<file path="src/rtl/sdl_spi_pkg.sv">
package sdl_spi_pkg;

    localparam int WORD_W     = 8;
    localparam int SYNC_DEPTH = 2;
    localparam int PIN_COUNT  = 3;

    typedef logic [WORD_W-1:0] word_t;

    // Synchronized level plus single-cycle edge events of one input pin
    typedef struct packed {
        logic lvl;
        logic rise;
        logic fall;
    } pin_evt_t;

    typedef enum int {
        PIN_CSN  = 0,
        PIN_SCLK = 1,
        PIN_SI   = 2
    } pin_idx_e;

    // Sticky flag update: a set in the clear cycle survives
    function automatic word_t flags_next(word_t cur, word_t set, logic clr);
        return (clr ? '0 : cur) | set;
    endfunction

endpackage

</file>
<file path="src/rtl/sdl_pin_sync.sv">
module sdl_pin_sync
    import sdl_spi_pkg::*;
#(
    parameter int   DEPTH   = SYNC_DEPTH,
    parameter logic RST_VAL = 1'b0
) (
    input  logic     clk,
    input  logic     rst,
    input  logic     pin_i,
    output pin_evt_t evt_o
);

    // chain[DEPTH-1] is the synchronized level, chain[DEPTH] its previous value
    logic [DEPTH:0] chain;

    always_ff @(posedge clk) begin
        if (rst) begin
            chain <= {(DEPTH+1){RST_VAL}};
        end else begin
            chain <= {chain[DEPTH-1:0], pin_i};
        end
    end

    always_comb begin
        evt_o.lvl  = chain[DEPTH-1];
        evt_o.rise = chain[DEPTH-1] & ~chain[DEPTH];
        evt_o.fall = ~chain[DEPTH-1] & chain[DEPTH];
    end

endmodule

</file>
<file path="src/rtl/sdl_diag_flags.sv">
module sdl_diag_flags
    import sdl_spi_pkg::*;
#(
    parameter int W = WORD_W
) (
    input  logic         clk,
    input  logic         rst,
    input  logic [W-1:0] set_i,
    input  logic         clr_i,
    output logic [W-1:0] flags_o
);

    logic [W-1:0] flags_q;

    always_ff @(posedge clk) begin
        if (rst) begin
            flags_q <= '0;
        end else begin
            flags_q <= (clr_i ? '0 : flags_q) | set_i;
        end
    end

    assign flags_o = flags_q;

    // every set pulse is present in the next cycle, clear or not
    a_r6_set_wins: assert property (@(posedge clk) disable iff (rst)
        (|set_i) |=> ((flags_q & $past(set_i)) == $past(set_i)));

    // without set or clear the flags hold
    a_r8_sticky_hold: assert property (@(posedge clk) disable iff (rst)
        (!clr_i && set_i == '0) |=> $stable(flags_q));

endmodule

</file>
<file path="src/rtl/sdl_frame_shifter.sv">
module sdl_frame_shifter
    import sdl_spi_pkg::*;
#(
    parameter int W = WORD_W
) (
    input  logic         clk,
    input  logic         rst,
    input  pin_evt_t     cs_evt,
    input  pin_evt_t     sclk_evt,
    input  logic         si_lvl,
    input  logic [W-1:0] load_i,
    output logic         so_bit_o,
    output logic         so_oe_o,
    output logic [W-1:0] rx_data_o,
    output logic         rx_valid_o,
    output logic         accept_o
);

    localparam int                CNT_W    = (W > 1) ? $clog2(W) : 1;
    localparam logic [CNT_W-1:0]  CNT_LAST = CNT_W'(W - 1);

    logic [W-1:0]     shreg;
    logic [CNT_W-1:0] bit_cnt;
    logic             whole_seen;
    logic             frame_act;
    logic             so_q;
    logic [W-1:0]     rx_q;
    logic             valid_q;
    logic             accept;

    // cs_evt.fall is active-low select going active; rise ends the frame
    assign accept = frame_act & cs_evt.rise & whole_seen & (bit_cnt == '0);

    always_ff @(posedge clk) begin
        if (rst) begin
            shreg      <= '0;
            bit_cnt    <= '0;
            whole_seen <= 1'b0;
            frame_act  <= 1'b0;
            so_q       <= 1'b0;
            rx_q       <= '0;
            valid_q    <= 1'b0;
        end else begin
            valid_q <= accept;
            if (accept) begin
                rx_q <= shreg;
            end
            if (cs_evt.fall) begin
                frame_act  <= 1'b1;
                shreg      <= load_i;
                so_q       <= load_i[W-1];
                bit_cnt    <= '0;
                whole_seen <= 1'b0;
            end else if (cs_evt.rise) begin
                frame_act <= 1'b0;
            end else if (frame_act) begin
                if (sclk_evt.fall) begin
                    shreg <= {shreg[W-2:0], si_lvl};
                    if (bit_cnt == CNT_LAST) begin
                        bit_cnt    <= '0;
                        whole_seen <= 1'b1;
                    end else begin
                        bit_cnt <= bit_cnt + 1'b1;
                    end
                end
                if (sclk_evt.rise) begin
                    so_q <= shreg[W-1];
                end
            end
        end
    end

    assign so_bit_o   = so_q;
    assign so_oe_o    = frame_act;
    assign rx_data_o  = rx_q;
    assign rx_valid_o = valid_q;
    assign accept_o   = accept;

    // strobe lasts one cycle
    a_r4_valid_single: assert property (@(posedge clk) disable iff (rst)
        valid_q |=> !valid_q);

    // strobe only follows the end of a frame
    a_r4_valid_after_end: assert property (@(posedge clk) disable iff (rst)
        valid_q |-> $past(cs_evt.rise));

    // output register moves only together with the strobe
    a_r5_data_only_on_valid: assert property (@(posedge clk) disable iff (rst)
        !$stable(rx_q) |-> valid_q);

    // a frame ending mid-byte is never accepted
    a_r5_partial_rejected: assert property (@(posedge clk) disable iff (rst)
        (cs_evt.rise && bit_cnt != '0) |=> !valid_q);

    // output bit changes only after a clock rise or select fall
    a_r2_so_on_rise: assert property (@(posedge clk) disable iff (rst)
        !$stable(so_q) |-> $past(sclk_evt.rise || cs_evt.fall));

endmodule

</file>
<file path="src/rtl/sdl_spi_slave.sv">
module sdl_spi_slave
    import sdl_spi_pkg::*;
#(
    parameter int W     = WORD_W,
    parameter int SYNC  = SYNC_DEPTH
) (
    input  logic         clk,
    input  logic         rst,
    input  logic         cs_n,
    input  logic         sclk,
    input  logic         si,
    input  logic [W-1:0] fault_set,
    output logic         so_o,
    output logic         so_oe,
    output logic [W-1:0] rx_data,
    output logic         rx_valid
);

    logic [PIN_COUNT-1:0] pin_raw;
    pin_evt_t             pin_evt [PIN_COUNT];
    logic [W-1:0]         flags;
    logic                 accept;

    assign pin_raw[PIN_CSN]  = cs_n;
    assign pin_raw[PIN_SCLK] = sclk;
    assign pin_raw[PIN_SI]   = si;

    generate
        for (genvar g = 0; g < PIN_COUNT; g++) begin : g_sync
            sdl_pin_sync #(
                .DEPTH   (SYNC),
                .RST_VAL ((g == PIN_CSN) ? 1'b1 : 1'b0)
            ) i_sync (
                .clk   (clk),
                .rst   (rst),
                .pin_i (pin_raw[g]),
                .evt_o (pin_evt[g])
            );
        end
    endgenerate

    sdl_diag_flags #(.W(W)) i_flags (
        .clk     (clk),
        .rst     (rst),
        .set_i   (fault_set),
        .clr_i   (accept),
        .flags_o (flags)
    );

    sdl_frame_shifter #(.W(W)) i_shift (
        .clk        (clk),
        .rst        (rst),
        .cs_evt     (pin_evt[PIN_CSN]),
        .sclk_evt   (pin_evt[PIN_SCLK]),
        .si_lvl     (pin_evt[PIN_SI].lvl),
        .load_i     (flags),
        .so_bit_o   (so_o),
        .so_oe_o    (so_oe),
        .rx_data_o  (rx_data),
        .rx_valid_o (rx_valid),
        .accept_o   (accept)
    );

    // select held high for two synchronized cycles leaves the output disabled
    a_r1_hiz_when_idle: assert property (@(posedge clk) disable iff (rst)
        (pin_evt[PIN_CSN].lvl && $past(pin_evt[PIN_CSN].lvl)) |-> !so_oe);

    // flags are empty after a clear with no coincident set
    a_r6_clear_on_accept: assert property (@(posedge clk) disable iff (rst)
        (accept && fault_set == '0) |=> (flags == '0));

endmodule

</file>
<file path="config.mk">
export PLATFORM = sky130hd
export DESIGN_NAME = sdl_spi_slave
export DESIGN_NICKNAME = d
export VERILOG_FILES = /design/src/rtl/sdl_spi_pkg.sv /design/src/rtl/sdl_pin_sync.sv /design/src/rtl/sdl_diag_flags.sv /design/src/rtl/sdl_frame_shifter.sv /design/src/rtl/sdl_spi_slave.sv
export SDC_FILE = /design/constraint.sdc
export NUM_CORES = 1
export LEC_CHECK = 0
export ABC_AREA = 0
export ABC_CLOCK_PERIOD_IN_PS = 2150
export BUFFER_PORTS_ARGS = -buffer_cell sky130_fd_sc_hd__buf_2
export CORE_UTILIZATION = 45
export CTS_CLUSTER_SIZE = 25
export DETAILED_ROUTE_END_ITERATION = 10
export PLACE_DENSITY = 0.65
export SLEW_MARGIN = 20
export SYNTH_ARGS = -nofsm -noshare
export SYNTH_HDL_FRONTEND = slang
export SYNTH_SLANG_ARGS = --single-unit
</file>
<file path="constraint.sdc">
create_clock -name clk -period 2.15 [get_ports clk]
set_input_delay 0.3225 -clock clk [delete_from_list [all_inputs] [get_ports clk]]
set_output_delay 0.3225 -clock clk [all_outputs]
set_load 0.005 [all_outputs]
</file>
Word level (Yosys, flattened, before mapping)
Index checks and enable logic that the tools add are counted. Widths: inputs -> output; s select.

Memories: 0. Register bits: 39. Memory bits (read-only): 0. Memory bits (writable): 0. Input port bits: 13. Bits in latches: 0. Output and inout bits: 11. Logic and storage cells: 49.

Order comparisons: 0. Add/subtract/negate cells: 1. Multiply operators: 0. Shifts and indexed selects: 0. Reductions and logical operators: 10. Div/mod/pow operators: 0. Bitwise gates (word level): 13. Equality and inequality tests: 2. Muxes and demuxes: 12.

Operator list (count): $mux 8 (5); $reduce_and 3->1 (3); $or 8x8->8 (1); $reduce_bool 2->1 (4); $and 1x1->1 (7); $mux 1 (6); $not 1->1 (5); $reduce_and 4->1 (1); $add 3x1->3 const B (1); $eq 3x3->1 const B (1); $logic_not 3->1 (1); $mux 3 (1); $ne 2x2->1 const B (1); $reduce_or 2->1 (1).

Depth between registers and ports, before layout
Gate-level depths: netlist of the first run.

Depth in word-level cells: 7. Depth in mapped cells: 8. Gate-level depth less buffers: 5.

Cells and area by module
Synthesis of the first run repeated with hierarchy kept, for this count alone.

Cells, all modules: 172. Area, all modules: 1696.6 um^2.

Modules (own cells, without submodules): sdl_frame_shifter (area an instance 1094.8 um^2, cells each 112, instances 1); sdl_diag_flags (area an instance 304.0 um^2, cells each 33, instances 1); sdl_pin_sync (g_sync[1].i_sync ...) (area an instance 98.8 um^2, cells each 9, instances 2); sdl_pin_sync (g_sync[0].i_sync) (area an instance 100.1 um^2, cells each 9, instances 1).

Least setup slack after synthesis of the first run
No wires, ideal clock.

Path type: register -> register. Start: reg g_sync[0].i_sync.chain[1]. End: reg i_shift.shreg[1]. Arrival: 1454 ps. Stages on the path, launching flop included: 9. Data required time: 2070 ps. Slack: 615 ps. Cells stage by stage: dfxtp_1 > inv_1 > ha_1 > buf_6 > nor2b_1 > buf_6 > or2_1 > buf_4 > a211oi_2.

RTL lines: start: declaration (RTL line sdl_pin_sync.sv:14) `logic [DEPTH:0] chain;`; start signal: assignment (RTL line sdl_pin_sync.sv:18) `chain <= {(DEPTH+1){RST_VAL}};`; start signal: assignment (RTL line sdl_pin_sync.sv:20) `chain <= {chain[DEPTH-1:0], pin_i};`; end signal: assignment (RTL line sdl_frame_shifter.sv:50) `shreg <= load_i;`; end signal: assignment (RTL line sdl_frame_shifter.sv:58) `shreg <= {shreg[W-2:0], si_lvl};`; end: declaration (RTL line sdl_frame_shifter.sv:22) `logic [W-1:0] shreg;`.

==> flow_metrics.py, run 1 <==
metrics = {
    "status": {
        "status": "complete, no violations",
    },
    "cells_and_area": {
        "instances_no_fill": 235,
        "layout_commonest_cell": "dfxtp_1",
        "fillers": 324,
        "syn_to_final_growth_pct": 13.9,
        "nets": 206,
        "n_antenna_cell": 0,
        "layout_common_cells": "dfxtp_1 (39), nand2b_1 (24), buf_2 (23), mux2i_1 (20)",
        "drive_above_1_share_pct": 24.3,
    },
    "detailed_routing": {
        "drt_iter0_drc": 31,
        "ant_nets": 0,
        "wl_um": 2840,
        "wl_per_cell_um": 12.1,
        "drtPass1Iterations": 4,
        "vias_per_cell": 5.05,
        "via_count": 1186,
        "drc_errors": 0,
    },
    "timing": {
        "worstMarginPinSlew_ns": 0.865,
        "fin_crit_sh_pct": 73.3,
        "period_needed_ns": 1.58,
        "drv_slew": 0,
        "slew_headroom_pct": 42.3,
        "finalClockSkew_ns": 0.00517,
        "fmax_ghz": 0.634,
        "tns_ns": 0,
        "hold_viol": 0,
        "rsz0062_at_grt": "false",
        "setup_viol": 0,
    },
    "global_routing": {
        "grt_max_degree": 56,
        "antenna_found_initial": 0,
        "grt_usage_pct": 16.3,
        "grt_pass1_vias": 1200,
        "grt_overflow": 0,
        "grt_pass1_wl_um": 5070,
    },
    "critical_path": {
        "start_kind": "register",
        "worstPathMaxFanout": 10,
        "rr_worst_depth": 5,
        "crit_type": "reg -> reg",
        "reg2reg_from": "g_sync[0].i_sync.chain[1]$_SDFF_PP1_",
        "reg2reg_to": "i_shift.so_bit_o$_SDFFE_PP0P_",
        "r2r_setup_slack_ns": 0.57,
        "cp-end-kind": "register",
        "crit_start": "g_sync[0].i_sync.chain[1]$_SDFF_PP1_",
        "crit_required_ns": 2.38,
        "arrival_ns": 1.81,
    },
    "flow_run": {
        "cap_viol_max_count": 0,
    },
    "placed_design": {
        "dp.final_hpwl_um": 1970,
        "globalplace.congestion": 0.782,
        "placed_cells": 227,
        "port_buffers": 23,
    },
    "clocking": {
        "postCtsSetupRepairBufs": 0,
        "cts_sinks": 39,
        "cts_tree": "done",
        "cts-resized-gates": 0,
        "htreeDepth": 2,
        "clockBufferDepth": 2,
        "path_clk_slew_ns": 0.07,
        "clock_tree.root_cell": "clkbuf_8",
        "hold_buffers": 0,
        "clock_latency_ns": 0.29,
        "cts_buffers": 5,
    },
    "logic_synthesis": {
        "syn_inst": 166,
        "synthesis.nets": 184,
        "ys_ff_latch": 39,
        "synth_seq_area_share_pct": 46.2,
        "netlist-cell-type-count": 24,
        "synth_area_um2": 1690,
        "syn_avg_cell_area_um2": 10.2,
        "yosysWarnings": 0,
    },
    "floorplan": {
        "core_area_um2": 3470,
        "dieWidth_um": 63.3,
        "initial_core_util_pct": 48.7,
        "row_count": 21,
        "die_area_um2": 4000,
        "die_y_um": 63.3,
        "ios": 24,
    },
    "power": {
        "p_per_area_nw_per_um2": 729,
        "vdd.ir_drop.worst_mv": 0.534,
        "power_leakage_nw": 0.798,
    },
    "hold_path": {
        "holdPathEnd": "g_sync[0].i_sync.chain[0]$_SDFF_PP1_",
        "holdPathStages": 2,
        "hp-class": "in -> reg",
        "min-delay-start": "cs_n",
    },
}
## worst max-delay path: stages, from the launching register on
cell	delay [ns]
dfxtp_1	0.35
inv_1	0.05
ha_1	0.31
nor3b_1	0.19
a2111oi_0	0.41
o41a_1	0.21
## area by class of cell
class / count / area [um2] / area share (%)
multi-input combinational: 102 / 787 / 40.9
clock buffer: 8 / 100 / 5.20
tap: 46 / 57.6 / 2.99
timing repair buffer: 28 / 153 / 7.94
sequential: 39 / 781 / 40.6
inverter: 12 / 45.0 / 2.34
## cell usage after synthesis
master / n / area share [%]
nor3b_1: 1 / 0.44
mux2i_1: 20 / 12
a2111oi_0: 1 / 0.52
nand2b_1: 24 / 8.9
or2_1: 1 / 0.37
a21oi_1: 1 / 0.30
ha_1: 5 / 3.7
or2_2: 3 / 1.1
nor2b_1: 9 / 3.3
nand3b_1: 1 / 0.44
o41a_1: 1 / 0.67
a211oi_2: 8 / 5.9
o22ai_1: 8 / 3.0
nor2_1: 4 / 0.89
clkbuf_1: 5 / 1.1
dfxtp_1: 39 / 46
inv_1: 12 / 2.7
and4_1: 1 / 0.52
buf_4: 2 / 0.89
nor3_1: 12 / 3.6
nand4_1: 1 / 0.37
and4bb_1: 1 / 0.74
buf_6: 2 / 1.3
buf_2: 4 / 1.2
## sequential cells by signal, summed over array words and instances (netlist names)
register,flops
g_sync.i_sync.chain,8
i_shift.whole_seen,1
i_shift.rx_valid_o,1
i_flags.flags_o,8
i_shift.so_oe_o,1
i_shift.so_bit_o,1
i_shift.rx_data_o,8
i_shift.shreg,8
i_shift.bit_cnt,3
## logic make-up after synthesis
logic type,after synthesis,share of synthesized area [%]
DFF,39,46.2
adders and majority gates,5,3.70
buffers and inverters,25,7.18
AOI/OAI and AO/OA,19,10.4
muxes,20,11.9
and+or+nand+nor,58,20.7
## through the flow
step	cell area [um2]	setup slack [ns]	utilization [%]	power (mW)	hold slack, ns
floorplan	1690	0.615	-	0.864	0.389
global placement	1820	0.640	52.6	0.885	0.410
detailed placement	1820	0.552	52.6	0.891	0.409
CTS	1920	0.545	55.4	1.42	0.204
global route	1920	0.415	55.4	1.47	0.208
finish	1920	0.573	55.4	1.40	0.212
## report_power, final
| group | switching (mW) | internal (mW) |
|---|---|---|
| combinational | 0.0505 | 0.0518 |
| clock | 0.238 | 0.292 |
| sequential | 0.0179 | 0.752 |
## worst max-delay path by stage
stage,endpoint,slack (ns)
finish,i_shift.so_bit_o$_SDFFE_PP0P_,0.57
global route,i_shift.rx_data_o[2]$_SDFFE_PP0P_,0.42
detailed placement,i_shift.rx_data_o[2]$_SDFFE_PP0P_,0.55
global placement,i_shift.rx_data_o[2]$_SDFFE_PP0P_,0.64
CTS,i_shift.rx_data_o[2]$_SDFFE_PP0P_,0.55
floorplan,i_shift.shreg[1]$_SDFFE_PP0P_,0.62
## layer usage
metal | part of all wire (%) | vias up | GRT usage [%]
li1 | - | 602 | -
met1 | 44 | 557 | 16.9
met2 | 50 | 19 | 29.8
met3 | 3.6 | 8 | 3.99
met4 | 2.1 | 0 | 8.52
met5 | 0 | - | 0
Note: power is estimated with default switching activity, not from simulation.
==> run 2, diff against run 1 <==
- ABC_CLOCK_PERIOD_IN_PS: 2150 -> 1600
- clock period: 2.15 -> 1.6 ns (I/O delays scaled with it)
==> run 2 against run 1 <==
Power up 35%. Wire length rose by 0.95%. Die area did not move. Largest cell class unchanged. Core utilization up 1.3 points.
==> flow_metrics.py, run 2 (synthesis gave the netlist of run 1 again) <==
metrics = {
    "cells_and_area": {
        "nets": 210,
        "instances_no_fill": 239,
        "layout_common_cells": "dfxtp_1 (39), nand2b_1 (24), buf_2 (23), mux2i_1 (20)",
        "finish.utilization_pct": 56.7,
        "drive_above_1_share_pct": 26.4,
        "fillers": 320,
        "design_area_um2": 1970,
        "n_antenna_cell": 0,
        "syn_to_final_growth_pct": 16.5,
        "layout_commonest_cell": "dfxtp_1",
    },
    "critical_path": {
        "worstPathMaxFanout": 5,
        "reg2reg_to": "i_shift.so_bit_o$_SDFFE_PP0P_",
        "path_delay_family": "compound AO/OA/AOI/OAI gates",
        "cp.buffers_inverters": 1,
        "path_cells": "inv_1 > ha_1 > nor3b_1 > a2111oi_0 > o41a_1",
        "crit_type": "reg -> reg",
        "slowest_delay_ns": 0.36,
        "r2r_setup_slack_ns": 0.15,
        "arrival_ns": 1.69,
        "crit_required_ns": 1.83,
        "reg2reg_from": "g_sync[0].i_sync.chain[1]$_SDFF_PP1_",
        "rr_worst_depth": 5,
        "cp_slowest_cell": "dfxtp_1",
        "start_kind": "register",
        "cp-end-kind": "register",
    },
    "power": {
        "power_leakage_nw": 0.823,
        "total_power_mw": 1.89,
        "swShare_pct": 21.8,
        "clkPwrFrac_pct": 37.7,
        "internal_power_mw": 1.48,
        "vdd.ir_drop.worst_mv": 0.528,
        "p_per_area_nw_per_um2": 962,
        "p_sw_mw": 0.413,
        "p_seq_share_pct": 54.7,
        "p_comb_share_pct": 7.7,
    },
    "floorplan": {
        "die_area_um2": 4000,
        "core_area_um2": 3470,
        "dieWidth_um": 63.3,
        "initial_core_util_pct": 48.7,
        "row_count": 21,
        "die_y_um": 63.3,
        "ios": 24,
    },
    "global_routing": {
        "antenna_found_initial": 0,
        "grt_max_degree": 31,
        "grt_usage_pct": 16.2,
        "grt_pass1_wl_um": 5060,
        "grt_pass1_vias": 1170,
        "grt_overflow": 0,
    },
    "placed_design": {
        "dp.final_hpwl_um": 2020,
        "postPlaceCellArea_um2": 1870,
        "dp_slack_ns": 0.0963,
        "placed_cells": 231,
        "globalplace.congestion": 0.742,
        "port_buffers": 23,
    },
    "detailed_routing": {
        "drc_errors": 0,
        "wl_per_cell_um": 12.0,
        "drt_iter0_drc": 21,
        "drtPass1Iterations": 4,
        "ant_nets": 0,
        "wl_um": 2870,
        "via_count": 1174,
        "vias_per_cell": 4.91,
    },
    "timing": {
        "fin_crit_sh_pct": 90.9,
        "worstMarginPinSlew_ns": 0.373,
        "drv_slew": 0,
        "finalClockSkew_ns": 0.00404,
        "fmax_ghz": 0.687,
        "finalWorstSetupSlack_ns": 0.145,
        "tns_ns": 0,
        "period_needed_ns": 1.45,
        "setup_viol": 0,
        "slew_headroom_pct": 74.5,
        "hold_viol": 0,
        "hold_ws_ns": 0.133,
        "rsz0062_at_grt": "false",
    },
    "flow_run": {
        "cap_viol_max_count": 0,
    },
    "clocking": {
        "cts_tree": "done",
        "clock_latency_ns": 0.29,
        "cts_sinks": 39,
        "clock_tree.root_cell": "clkbuf_8",
        "clockBufferDepth": 2,
        "htreeDepth": 2,
        "hold_buffers": 0,
        "path_clk_slew_ns": 0.07,
        "cts_buffers": 5,
    },
    "hold_path": {
        "holdPathStages": 2,
        "holdPathEnd": "g_sync[0].i_sync.chain[0]$_SDFF_PP1_",
        "hp-class": "in -> reg",
        "min-delay-start": "cs_n",
    },
    "status": {
        "status": "complete, no violations",
    },
}
run 2: per-layer routing:
metal  part of all wire [%]  vias up  track usage (%)
met3                    3.1        5             4.53
li1                       -      612                -
met5                      0        -                0
met1                     46      542             17.3
met4                    1.6        0             7.95
met2                     49       15             29.2
run 2: final cells by class:
cell class              instances  area [um2]  area share [%]
flip-flops and latches         39         781            39.7
well taps                      46        57.6            2.92
multi-input cells             102         790            40.1
repair buffers                 32         195            9.92
clock buffers                   8         100            5.09
inverters                      12        45.0            2.29
run 2: worst max-delay path by stage:
| stage | from | endpoint | depth (start not counted) |
|---|---|---|---|
| after floorplan | g_sync[0].i_sync.chain[1]$_SDFF_PP1_ | i_shift.shreg[1]$_SDFFE_PP0P_ | 8 |
| after global placement | g_sync[0].i_sync.chain[2]$_SDFF_PP1_ | i_shift.shreg[4]$_SDFFE_PP0P_ | 5 |
| after detailed placement | g_sync[0].i_sync.chain[2]$_SDFF_PP1_ | i_shift.shreg[2]$_SDFFE_PP0P_ | 5 |
| after CTS | g_sync[0].i_sync.chain[2]$_SDFF_PP1_ | i_shift.shreg[2]$_SDFFE_PP0P_ | 5 |
| after global routing | g_sync[0].i_sync.chain[1]$_SDFF_PP1_ | i_shift.so_bit_o$_SDFFE_PP0P_ | 5 |
| final | g_sync[0].i_sync.chain[1]$_SDFF_PP1_ | i_shift.so_bit_o$_SDFFE_PP0P_ | 5 |
run 2: power by group through the flow:
stage | Clock [mW] | Combinational [mW] | Sequential [mW]
floorplan | 0 | 0.112 | 1.05
finish | 0.713 | 0.145 | 1.03
global route | 0.782 | 0.160 | 1.04
global placement | 0 | 0.141 | 1.06
detailed placement | 0 | 0.147 | 1.06
CTS | 0.730 | 0.147 | 1.03
run 2: repair_timing:
action / 4_1_cts / 5_1_grt
hold endpoints to repair: 0 / 0
setup endpoints to repair: 0 / 4
gates resized for setup: 0 / 1
buffers inserted: 0 / 0
==> run 3, diff against run 2 <==
==> constraint.sdc (replaced) <==
create_clock -name clk -period 1.6 [get_ports clk]
set_input_delay 0.32 -clock clk [delete_from_list [all_inputs] [get_ports clk]]
set_output_delay 0.32 -clock clk [all_outputs]
set_load 0.005 [all_outputs]
==> run 3 against run 2 <==
Register-to-register slack better by 0.05 ns. Clock power down 0.8%. Clock skew about the same. Power about the same. Via count up 2.0%. Die area unchanged. Wire length up 0.14%. Sequential power about the same. Sequential share of layout area down 0.28 points. Cell count up 0.42%. Global-route usage up 1.0 points. Critical path type unchanged. Largest cell class unchanged.
==> flow_metrics.py, run 3 (synthesis gave the netlist of run 1 again) <==
metrics = {
    "detailed_routing": {
        "vias_per_cell": 4.99,
        "wl_met3_um": 113,
        "highest_layer": "met4",
        "wl_per_cell_um": 12.0,
        "via_count": 1198,
        "ant_nets": 0,
        "drc_errors": 0,
        "routedLengthMet1_um": 1250,
        "drt_iter0_drc": 34,
        "wl_met2_um": 1490,
        "drtPass1Iterations": 4,
        "wl_um": 2870,
    },
    "cells_and_area": {
        "drive_above_1_share_pct": 27.3,
        "design_area_um2": 1980,
        "fillers": 331,
        "syn_to_final_growth_pct": 17.3,
        "multi_input_area_um2": 796,
        "register_area_um2": 781,
        "layout_commonest_cell": "dfxtp_1",
        "layout_common_cells": "dfxtp_1 (39), nand2b_1 (24), buf_2 (23), mux2i_1 (20)",
        "n_antenna_cell": 0,
        "nets": 211,
    },
    "critical_path": {
        "path_cells": "inv_1 > ha_1 > and4bb_1 > buf_4 > mux2i_1 > nor3_1",
        "cp.buffers_inverters": 2,
        "slowest_delay_ns": 0.34,
        "cp-end-kind": "register",
        "worstPathMaxFanout": 4,
        "cp.depth": 6,
        "arrival_ns": 1.59,
        "path_delay_family": "simple AND/OR/NAND/NOR gates",
        "start_kind": "register",
        "crit_type": "reg -> reg",
        "crit_required_ns": 1.78,
        "cp_slowest_cell": "dfxtp_1",
        "rr_worst_depth": 6,
    },
    "power": {
        "power_leakage_nw": 0.830,
        "total_power_mw": 1.89,
        "p_per_area_nw_per_um2": 955,
        "vdd.ir_drop.worst_mv": 0.567,
    },
    "placed_design": {
        "globalplace.congestion": 0.738,
        "dp.final_hpwl_um": 2080,
        "dp_slack_ns": 0.125,
        "port_buffers": 23,
        "postPlaceCellArea_um2": 1870,
    },
    "floorplan": {
        "dieWidth_um": 63.3,
        "row_count": 21,
        "core_area_um2": 3470,
        "die_area_um2": 4000,
        "die_y_um": 63.3,
        "initial_core_util_pct": 48.7,
        "ios": 24,
    },
    "clocking": {
        "cts_buffers": 5,
        "hold_buffers": 0,
        "clock_latency_ns": 0.29,
        "clock_tree.root_cell": "clkbuf_8",
        "clockBufferDepth": 2,
        "cts_sinks": 39,
        "postCtsSetupRepairBufs": 0,
        "cts_tree": "done",
        "htreeDepth": 2,
        "path_clk_slew_ns": 0.07,
        "cts-resized-gates": 0,
    },
    "flow_run": {
        "cap_viol_max_count": 0,
    },
    "timing": {
        "setup_viol": 0,
        "fmax_ghz": 0.709,
        "finalClockSkew_ns": 0.00397,
        "hold_viol": 0,
        "fin_crit_sh_pct": 88.1,
        "hold_ws_ns": 0.211,
        "drv_slew": 0,
        "rsz0062_at_grt": "false",
        "tns_ns": 0,
        "finalWorstSetupSlack_ns": 0.190,
        "worstMarginPinSlew_ns": 0.291,
        "period_needed_ns": 1.41,
        "slew_headroom_pct": 80.5,
    },
    "global_routing": {
        "grt_max_degree": 31,
        "grt_pass1_wl_um": 5220,
        "grt_pass1_vias": 1210,
        "grt_usage_pct": 17.2,
        "grt_overflow": 0,
        "antenna_found_initial": 0,
    },
    "hold_path": {
        "hp-class": "in -> reg",
        "holdPathStages": 2,
    },
    "status": {
        "status": "complete, no violations",
    },
}
==> run 3: where the power goes <==
| part | internal [mW] | total, mW | switching [mW] |
|---|---|---|---|
| clock | 0.393 | 0.707 | 0.314 |
| combinational | 0.0795 | 0.151 | 0.0711 |
| sequential | 1.01 | 1.04 | 0.0244 |
| total | 1.48 | 1.89 | 0.409 |
==> run 3: layer usage <==
| metal | GRT usage [%] | vias to the layer above |
|---|---|---|
| li1 | - | 614 |
| met1 | 18.2 | 563 |
| met2 | 30.1 | 19 |
| met3 | 7.07 | 2 |
| met4 | 7.10 | 0 |
| met5 | 0 | - |
==> run 3: worst paths after layout <==
check | slack (ns) | startpoint | to
max | 0.19 | g_sync[0].i_sync.chain[2]$_SDFF_PP1_ | i_shift.bit_cnt[0]$_SDFFE_PP0P_
min reg2reg | 0.42 | g_sync[0].i_sync.chain[0]$_SDFF_PP1_ | g_sync[0].i_sync.chain[1]$_SDFF_PP1_
min | 0.21 | cs_n | g_sync[0].i_sync.chain[0]$_SDFF_PP1_
max reg2reg | 0.19 | g_sync[0].i_sync.chain[2]$_SDFF_PP1_ | i_shift.bit_cnt[0]$_SDFFE_PP0P_
==> run 3: final cells by class <==
cell class,instances,share of cell area [%]
clock buffer,8,5.05
multi-input combinational,102,40.2
tap,46,2.90
inverter,12,2.27
timing repair buffer,33,10.2
sequential,39,39.4
==> run 3: through the flow <==
stage,cells,utilization [%]
floorplan,166,-
global placement,232,54.0
detailed placement,232,54.0
CTS,240,56.9
global route,240,57.1
finish,240,57.1
